### config.mk
export PLATFORM = sky130hd
export DESIGN_NAME = fault_isolator
export DESIGN_NICKNAME = d
export VERILOG_FILES = /design/src/rtl/fiso_pkg.sv /design/src/rtl/fiso_cell.sv /design/src/rtl/fiso_datapath.sv /design/src/rtl/fiso_control.sv /design/src/rtl/fault_isolator.sv
export SDC_FILE = /design/constraint.sdc
export NUM_CORES = 1
export LEC_CHECK = 0
export BUFFER_PORTS_ARGS = -buffer_cell sky130_fd_sc_hd__buf_2
export CORE_MARGIN = 2
export CORE_UTILIZATION = 35
export CTS_CLUSTER_SIZE = 16
export DETAILED_ROUTE_END_ITERATION = 6
export GPL_TIMING_DRIVEN = 0
export PLACE_DENSITY = 0.61
export SYNTH_ARGS = -nofsm -noshare
export SYNTH_HDL_FRONTEND = slang
export SYNTH_HIERARCHICAL = 1
export SYNTH_SLANG_ARGS = --single-unit
### constraint.sdc
create_clock -name clk -period 5.96 [get_ports clk]
set_input_delay 0.298 -clock clk [delete_from_list [all_inputs] [get_ports clk]]
set_output_delay 0.298 -clock clk [all_outputs]
set_load 0.05 [all_outputs]
### src/rtl/fiso_pkg.sv
package fiso_pkg;
  // Strobes the control issues to the datapath each cycle.
  typedef struct packed {
    logic clr;    // wipe history and results
    logic incr;   // apply the loser mask to the counters
    logic step;   // examine one resource of the scan
    logic first;  // this step is the first of the scan
    logic last;   // this step is the last of the scan
  } fisoStrobe_t;
endpackage

### src/rtl/fiso_cell.sv
module fiso_cell #(
  parameter int CNT_W = 4
) (
  input  logic             clk,
  input  logic             rstN,
  input  logic             clr,
  input  logic             inc,
  output logic [CNT_W-1:0] count
);
  localparam logic [CNT_W-1:0] CNT_MAX = '1;

  always_ff @(posedge clk or negedge rstN) begin
    if (!rstN) begin
      count <= '0;
    end else if (clr) begin
      count <= '0;
    end else if (inc && (count != CNT_MAX)) begin
      count <= count + 1'b1;
    end
  end
endmodule

### src/rtl/fiso_datapath.sv
module fiso_datapath
  import fiso_pkg::*;
#(
  parameter int ROWS  = 4,
  parameter int COLS  = 4,
  parameter int CNT_W = 4,
  localparam int CELLS  = ROWS * COLS,
  localparam int IDX_W  = (CELLS > 1) ? $clog2(CELLS) : 1,
  localparam int ROW_W  = (ROWS > 1) ? $clog2(ROWS) : 1,
  localparam int COL_W  = (COLS > 1) ? $clog2(COLS) : 1,
  localparam int CNTS_W = $clog2(CELLS + 1)
) (
  input  logic              clk,
  input  logic              rstN,
  input  fisoStrobe_t       strobe,
  input  logic              loserB,
  input  logic [CELLS-1:0]  maskA,
  input  logic [CELLS-1:0]  maskB,
  input  logic [IDX_W-1:0]  scanIdx,
  input  logic [ROW_W-1:0]  scanRow,
  input  logic [COL_W-1:0]  scanCol,
  output logic [ROW_W-1:0]  suspRow,
  output logic [COL_W-1:0]  suspCol,
  output logic [CNTS_W-1:0] suspCount,
  output logic              isolated
);
  logic [CELLS-1:0] incMask;
  logic [CNT_W-1:0] hist [CELLS];

  assign incMask = loserB ? maskB : maskA;

  for (genvar g = 0; g < CELLS; g++) begin : g_cell
    fiso_cell #(.CNT_W(CNT_W)) u_cell (
      .clk   (clk),
      .rstN  (rstN),
      .clr   (strobe.clr),
      .inc   (strobe.incr & incMask[g]),
      .count (hist[g])
    );
  end

  // Running maximum and tie count across the scan.
  logic [CNT_W-1:0]  runMax, nxtMax, cur;
  logic [CNTS_W-1:0] runCnt, nxtCnt;
  logic [ROW_W-1:0]  runRow, nxtRow;
  logic [COL_W-1:0]  runCol, nxtCol;

  assign cur = hist[scanIdx];

  always_comb begin
    nxtMax = runMax;
    nxtCnt = runCnt;
    nxtRow = runRow;
    nxtCol = runCol;
    if (strobe.first || (cur > runMax)) begin
      nxtMax = cur;
      nxtCnt = CNTS_W'(1);
      nxtRow = scanRow;
      nxtCol = scanCol;
    end else if (cur == runMax) begin
      nxtCnt = runCnt + 1'b1;
    end
  end

  always_ff @(posedge clk or negedge rstN) begin
    if (!rstN) begin
      runMax    <= '0;
      runCnt    <= '0;
      runRow    <= '0;
      runCol    <= '0;
      suspRow   <= '0;
      suspCol   <= '0;
      suspCount <= '0;
      isolated  <= 1'b0;
    end else if (strobe.clr) begin
      runMax    <= '0;
      runCnt    <= '0;
      runRow    <= '0;
      runCol    <= '0;
      suspRow   <= '0;
      suspCol   <= '0;
      suspCount <= '0;
      isolated  <= 1'b0;
    end else if (strobe.step) begin
      runMax <= nxtMax;
      runCnt <= nxtCnt;
      runRow <= nxtRow;
      runCol <= nxtCol;
      if (strobe.last) begin
        suspRow   <= nxtRow;
        suspCol   <= nxtCol;
        suspCount <= nxtCnt;
        isolated  <= (nxtCnt == CNTS_W'(1));
      end
    end
  end
endmodule

### src/rtl/fiso_control.sv
module fiso_control
  import fiso_pkg::*;
#(
  parameter int ROWS       = 4,
  parameter int COLS       = 4,
  parameter int STASIS_LIM = 3,
  localparam int CELLS   = ROWS * COLS,
  localparam int IDX_W   = (CELLS > 1) ? $clog2(CELLS) : 1,
  localparam int ROW_W   = (ROWS > 1) ? $clog2(ROWS) : 1,
  localparam int COL_W   = (COLS > 1) ? $clog2(COLS) : 1,
  localparam int CNTS_W  = $clog2(CELLS + 1),
  localparam int STALL_W = $clog2(STASIS_LIM + 1)
) (
  input  logic              clk,
  input  logic              rstN,
  input  logic              clearHist,
  input  logic              cmpValid,
  input  logic              discrepant,
  input  logic [CNTS_W-1:0] suspCount,
  output fisoStrobe_t       strobe,
  output logic [IDX_W-1:0]  scanIdx,
  output logic [ROW_W-1:0]  scanRow,
  output logic [COL_W-1:0]  scanCol,
  output logic              busy,
  output logic              resultValid,
  output logic              halveReq
);
  typedef enum logic {ST_IDLE, ST_SCAN} state_t;
  state_t state;

  logic               accept;
  logic [CNTS_W-1:0]  prevCount;
  logic [STALL_W-1:0] stallCnt;

  assign busy   = (state == ST_SCAN);
  assign accept = !clearHist && (state == ST_IDLE) && cmpValid && discrepant;

  always_comb begin
    strobe.clr   = clearHist;
    strobe.incr  = accept;
    strobe.step  = busy && !clearHist;
    strobe.first = strobe.step && (scanIdx == '0);
    strobe.last  = strobe.step && (scanIdx == IDX_W'(CELLS - 1));
  end

  always_ff @(posedge clk or negedge rstN) begin
    if (!rstN) begin
      state       <= ST_IDLE;
      scanIdx     <= '0;
      scanRow     <= '0;
      scanCol     <= '0;
      resultValid <= 1'b0;
      halveReq    <= 1'b0;
      prevCount   <= '0;
      stallCnt    <= '0;
    end else if (clearHist) begin
      state       <= ST_IDLE;
      scanIdx     <= '0;
      scanRow     <= '0;
      scanCol     <= '0;
      resultValid <= 1'b0;
      halveReq    <= 1'b0;
      prevCount   <= '0;
      stallCnt    <= '0;
    end else begin
      resultValid <= strobe.last;
      halveReq    <= 1'b0;

      unique case (state)
        ST_IDLE: begin
          if (accept) begin
            state   <= ST_SCAN;
            scanIdx <= '0;
            scanRow <= '0;
            scanCol <= '0;
          end
        end
        ST_SCAN: begin
          scanIdx <= scanIdx + 1'b1;
          if (scanCol == COL_W'(COLS - 1)) begin
            scanCol <= '0;
            scanRow <= scanRow + 1'b1;
          end else begin
            scanCol <= scanCol + 1'b1;
          end
          if (strobe.last) begin
            state <= ST_IDLE;
          end
        end
        default: state <= ST_IDLE;
      endcase

      // Stasis tracking on each freshly published result.
      if (resultValid) begin
        prevCount <= suspCount;
        if ((suspCount == prevCount) && (suspCount != CNTS_W'(1))) begin
          if (stallCnt == STALL_W'(STASIS_LIM - 1)) begin
            halveReq <= 1'b1;
            stallCnt <= '0;
          end else begin
            stallCnt <= stallCnt + 1'b1;
          end
        end else begin
          stallCnt <= '0;
        end
      end
    end
  end
endmodule

### src/rtl/fault_isolator.sv
module fault_isolator
  import fiso_pkg::*;
#(
  parameter int ROWS       = 4,
  parameter int COLS       = 4,
  parameter int CNT_W      = 4,
  parameter int STASIS_LIM = 3
) (
  input  logic                                    clk,
  input  logic                                    rstN,
  input  logic                                    clearHist,
  input  logic                                    cmpValid,
  input  logic                                    discrepant,
  input  logic                                    loserB,
  input  logic [ROWS*COLS-1:0]                    maskA,
  input  logic [ROWS*COLS-1:0]                    maskB,
  output logic                                    busy,
  output logic                                    resultValid,
  output logic [((ROWS > 1) ? $clog2(ROWS) : 1)-1:0] suspRow,
  output logic [((COLS > 1) ? $clog2(COLS) : 1)-1:0] suspCol,
  output logic [$clog2(ROWS*COLS+1)-1:0]          suspCount,
  output logic                                    isolated,
  output logic                                    halveReq
);
  localparam int CELLS = ROWS * COLS;
  localparam int IDX_W = (CELLS > 1) ? $clog2(CELLS) : 1;
  localparam int ROW_W = (ROWS > 1) ? $clog2(ROWS) : 1;
  localparam int COL_W = (COLS > 1) ? $clog2(COLS) : 1;

  fisoStrobe_t      strobe;
  logic [IDX_W-1:0] scanIdx;
  logic [ROW_W-1:0] scanRow;
  logic [COL_W-1:0] scanCol;

  fiso_control #(
    .ROWS(ROWS), .COLS(COLS), .STASIS_LIM(STASIS_LIM)
  ) u_control (
    .clk         (clk),
    .rstN        (rstN),
    .clearHist   (clearHist),
    .cmpValid    (cmpValid),
    .discrepant  (discrepant),
    .suspCount   (suspCount),
    .strobe      (strobe),
    .scanIdx     (scanIdx),
    .scanRow     (scanRow),
    .scanCol     (scanCol),
    .busy        (busy),
    .resultValid (resultValid),
    .halveReq    (halveReq)
  );

  fiso_datapath #(
    .ROWS(ROWS), .COLS(COLS), .CNT_W(CNT_W)
  ) u_datapath (
    .clk       (clk),
    .rstN      (rstN),
    .strobe    (strobe),
    .loserB    (loserB),
    .maskA     (maskA),
    .maskB     (maskB),
    .scanIdx   (scanIdx),
    .scanRow   (scanRow),
    .scanCol   (scanCol),
    .suspRow   (suspRow),
    .suspCol   (suspCol),
    .suspCount (suspCount),
    .isolated  (isolated)
  );
endmodule

==> impl_metrics.py <==
metrics = {
    "floorplan": {
        "die_w_um": 142,
        "dieArea_sq_mm": 0.0202,
        "row_count": 50,
        "die_h_um": 142,
        "initial_utilization_pct": 35.7,
        "core-area_sq_mm": 0.0187,
        "pin_count": 51,
    },
    "yosys": {
        "ys_ff_latch": 105,
        "synthArstFlopShare_pct": 100,
        "netlist_instances": 622,
        "synth_area_leader_cell": "dfrtp_1",
        "synth_area_leaders": "dfrtp_1, mux2i_1, mux4_2",
        "yosysTopAreaCellShare_pct": 39.4,
        "netlist_area_sq_mm": 0.00667,
        "yosysSeqAreaShare_pct": 39.4,
        "ys_warn_count": 6,
        "synth_edf_count": 0,
        "syn_nets": 684,
        "syn_avg_cell_area_sq_um": 10.7,
        "synthFlopType": "dfrtp_1",
        "ys_types": 52,
    },
    "sta": {
        "final-setup-viol-count": 0,
        "setup_ws_ps": 2170,
        "slew-limit-headroom_pct": 14.7,
        "worst_pin_slew_ps": 1260,
        "fin_crit_sh_pct": 63.6,
        "rsz0062_at_grt": "false",
        "drv_slew": 0,
        "fin_skew_ps": 8.90,
        "fmax_mhz": 264,
        "hold_viol_final": 0,
        "min_period_ps": 3790,
        "setup_tns_ps": 0,
    },
    "global_route": {
        "first_global_vias": 4545,
        "grtUsageTotal_pct": 14.7,
        "grt_max_degree": 103,
        "grt_pass1_wl_um": 23600,
        "grt_overflow_total": 0,
        "antenna_found_initial": 0,
    },
    "clocking": {
        "cts_tree": "done",
        "htreeDepth": 3,
        "clock-sinks": 105,
        "clockBufferDepth": 2,
        "cts_root_buf": "clkbuf_16",
        "clock_latency_ps": 360,
        "post-cts-setup-buffer-count": 0,
        "numCtsBuffers": 9,
        "cts.clk_slew.worst_paths_ps": 80,
        "cts_resized": 0,
    },
    "critical_path": {
        "r2r-end": "u_datapath/runRow[1]",
        "slowest_stage": "o31ai_4",
        "cp-end-kind": "register",
        "startpoint_type": "register",
        "arrival_ps": 4020,
        "worstPathRequired_ps": 6190,
        "slowest_delay_ps": 550,
        "crit_path_max_fanout": 10,
        "worst-r2r-setup-slack_ps": 2170,
        "r2r-start": "u_control/scanIdx[1]",
        "critPathKind": "reg -> reg",
        "r2r_cells": 11,
        "path_cells": "clkbuf_1, buf_2, mux4_2, a22oi_1, nand3_1, ha_1, a21oi_1, nor2_4, o31ai_4, mux2i_1, nor2_1",
    },
    "route": {
        "wl_per_cell_um": 15.3,
        "drt_iter0_markers": 235,
        "drtPass1Iterations": 4,
        "num_vias": 4787,
        "ant_nets": 0,
        "viasPerCell": 5.19,
        "drc": 0,
        "postRouteWirelength_um": 14200,
    },
    "status": {
        "status": "completed",
    },
    "run": {
        "max_cap_violations": 0,
    },
    "final_layout": {
        "diodes": 0,
        "fin_nets": 746,
        "final_common_cell": "dfrtp_1",
        "fillers": 1809,
        "layout_common_cells": "dfrtp_1, buf_2, mux2i_1, nor2_1, a21oi_1",
        "areaGrowthSynthToFinish_pct": 13.1,
        "multiInputGateArea_sq_mm": 0.00388,
        "finalCoreUtilization_pct": 40.3,
        "drive_gt1_share_pct": 24.2,
        "register_area_sq_mm": 0.00263,
        "final_cells": 923,
    },
    "power": {
        "vdd_drop_max_uv": 141,
        "p_total_mw": 1.46,
        "leakage_nw": 3.33,
        "powerDensity_mw_per_mm2": 194,
    },
    "placement": {
        "place_hpwl_um": 9920,
        "place.gp.congestion": 0.771,
        "place_inst": 906,
        "io_buffers": 49,
        "place_ws_ps": 2170,
    },
    "worst_hold_path": {
        "whs_path_depth": 4,
        "hp-start": "cmpValid",
        "min_to": "u_control/busy",
        "hold_path_class": "in -> reg",
    },
}
## Yosys cell counts (2+ instances only)
cell      instances
inv_1             7
nand2b_1         36
buf_6             4
nor2_1           48
nand3_1          19
xnor2_1           4
mux2i_1          50
o31ai_1           3
a22o_1            2
a21oi_1          42
ha_1             24
buf_2             4
mux4_2           16
nor3_1           21
and4b_2          16
dfrtp_1         105
mux2_4           16
and2_1            2
xor2_1            5
or2_0            16
nor4b_1           2
o21ai_0          25
nor2b_4          16
and3_4           16
nor2b_1          35
a211oi_1          6
clkbuf_1          9
nand2_1          24
buf_4             4
nand4_1          19
a22oi_1           5
## how the worst max path moves through the flow
stage                      endpoint  slack [ps]                  from  cells after the start
6_report       u_datapath/runRow[1]        2170  u_control/scanIdx[1]                     11
5_1_grt        u_datapath/runMax[1]        1910  u_control/scanIdx[1]                     11
4_1_cts        u_datapath/runCol[0]        2150  u_control/scanIdx[1]                     11
3_5_place_dp   u_datapath/runCol[0]        2170  u_control/scanIdx[1]                     11
3_3_place_gp   u_datapath/runRow[0]        2220  u_control/scanIdx[1]                     11
2_1_floorplan   u_datapath/isolated        2850  u_control/scanIdx[0]                     12
## logic make-up (layout without fill, tap and decap cells)
logic type               count (synthesis)  in the layout  synth area share (%)
flip-flops                             105            105                  39.4
multiplexers                            83             83                  16.7
AND/OR/NAND/NOR                        282            282                  27.7
buffers and inverters                   29             96                  2.38
AO/OA/AOI/OAI                           90             90                  8.11
adder cells (fa/ha/maj)                 24             24                  4.50
XOR/XNOR                                 9              9                  1.18
## worst max-delay path, delay by kind of cell (launching register included)
| kind | cells | cell delay [ps] |
|---|---|---|
| buffers and inverters | 2 | 810 |
| AOI/OAI and AO/OA | 3 | 1150 |
| adders and majority gates | 1 | 340 |
| DFF | 1 | 430 |
| muxes | 2 | 620 |
| and+or+nand+nor | 3 | 310 |
## per-stage QoR
stage	hold WS (ps)	cell area [sq um]
6_report	314	7540
5_1_grt	321	7540
4_1_cts	310	7540
3_5_place_dp	272	7240
3_3_place_gp	472	7210
2_1_floorplan	2.41	6670
## repair_timing
| item | CTS | global route |
|---|---|---|
| endpoints found under the hold margin | 44 | 0 |
| hold buffers | 1 | 0 |
| setup endpoints to repair | 0 | 0 |
## per-layer routing
metal  part of all wire, %  global-route usage [%]  vias to the layer above  wire length, um
met3                   2.7                    2.93                        8              384
met2                    47                    23.9                       58             6710
li1                      -                       -                     2381                -
met5                     0                       0                        -                0
met1                    49                    20.1                     2340             6920
met4                  0.99                    3.58                        0              140
## power by group
part / switching [mW] / internal [mW] / leakage, nW
clock network: 0.301 / 0.297 / 0.145
logic: 0.0762 / 0.0604 / 1.72
registers: 0.00917 / 0.718 / 1.46
total: 0.387 / 1.08 / 3.33
## cell type report
type	count	share of cell area (%)
Multi-Input combinational cell	488	51.5
Sequential cell	105	34.8
Tap cell	234	3.88
Timing Repair Buffer	51	3.83
Clock buffer	9	2.99
Buffer	21	1.71
Clock inverter	7	0.879
Inverter	8	0.398
## flip-flops by register name, summed over array words and instances (netlist names), 4 cells and up
name / count
u_control/scanIdx: 4
u_datapath/suspCount: 5
u_control/prevCount: 5
u_datapath/runCnt: 5
u_datapath/runMax: 4
u_datapath/g_cell.u_cell/count: 64
(Power assumes the default switching activity.)
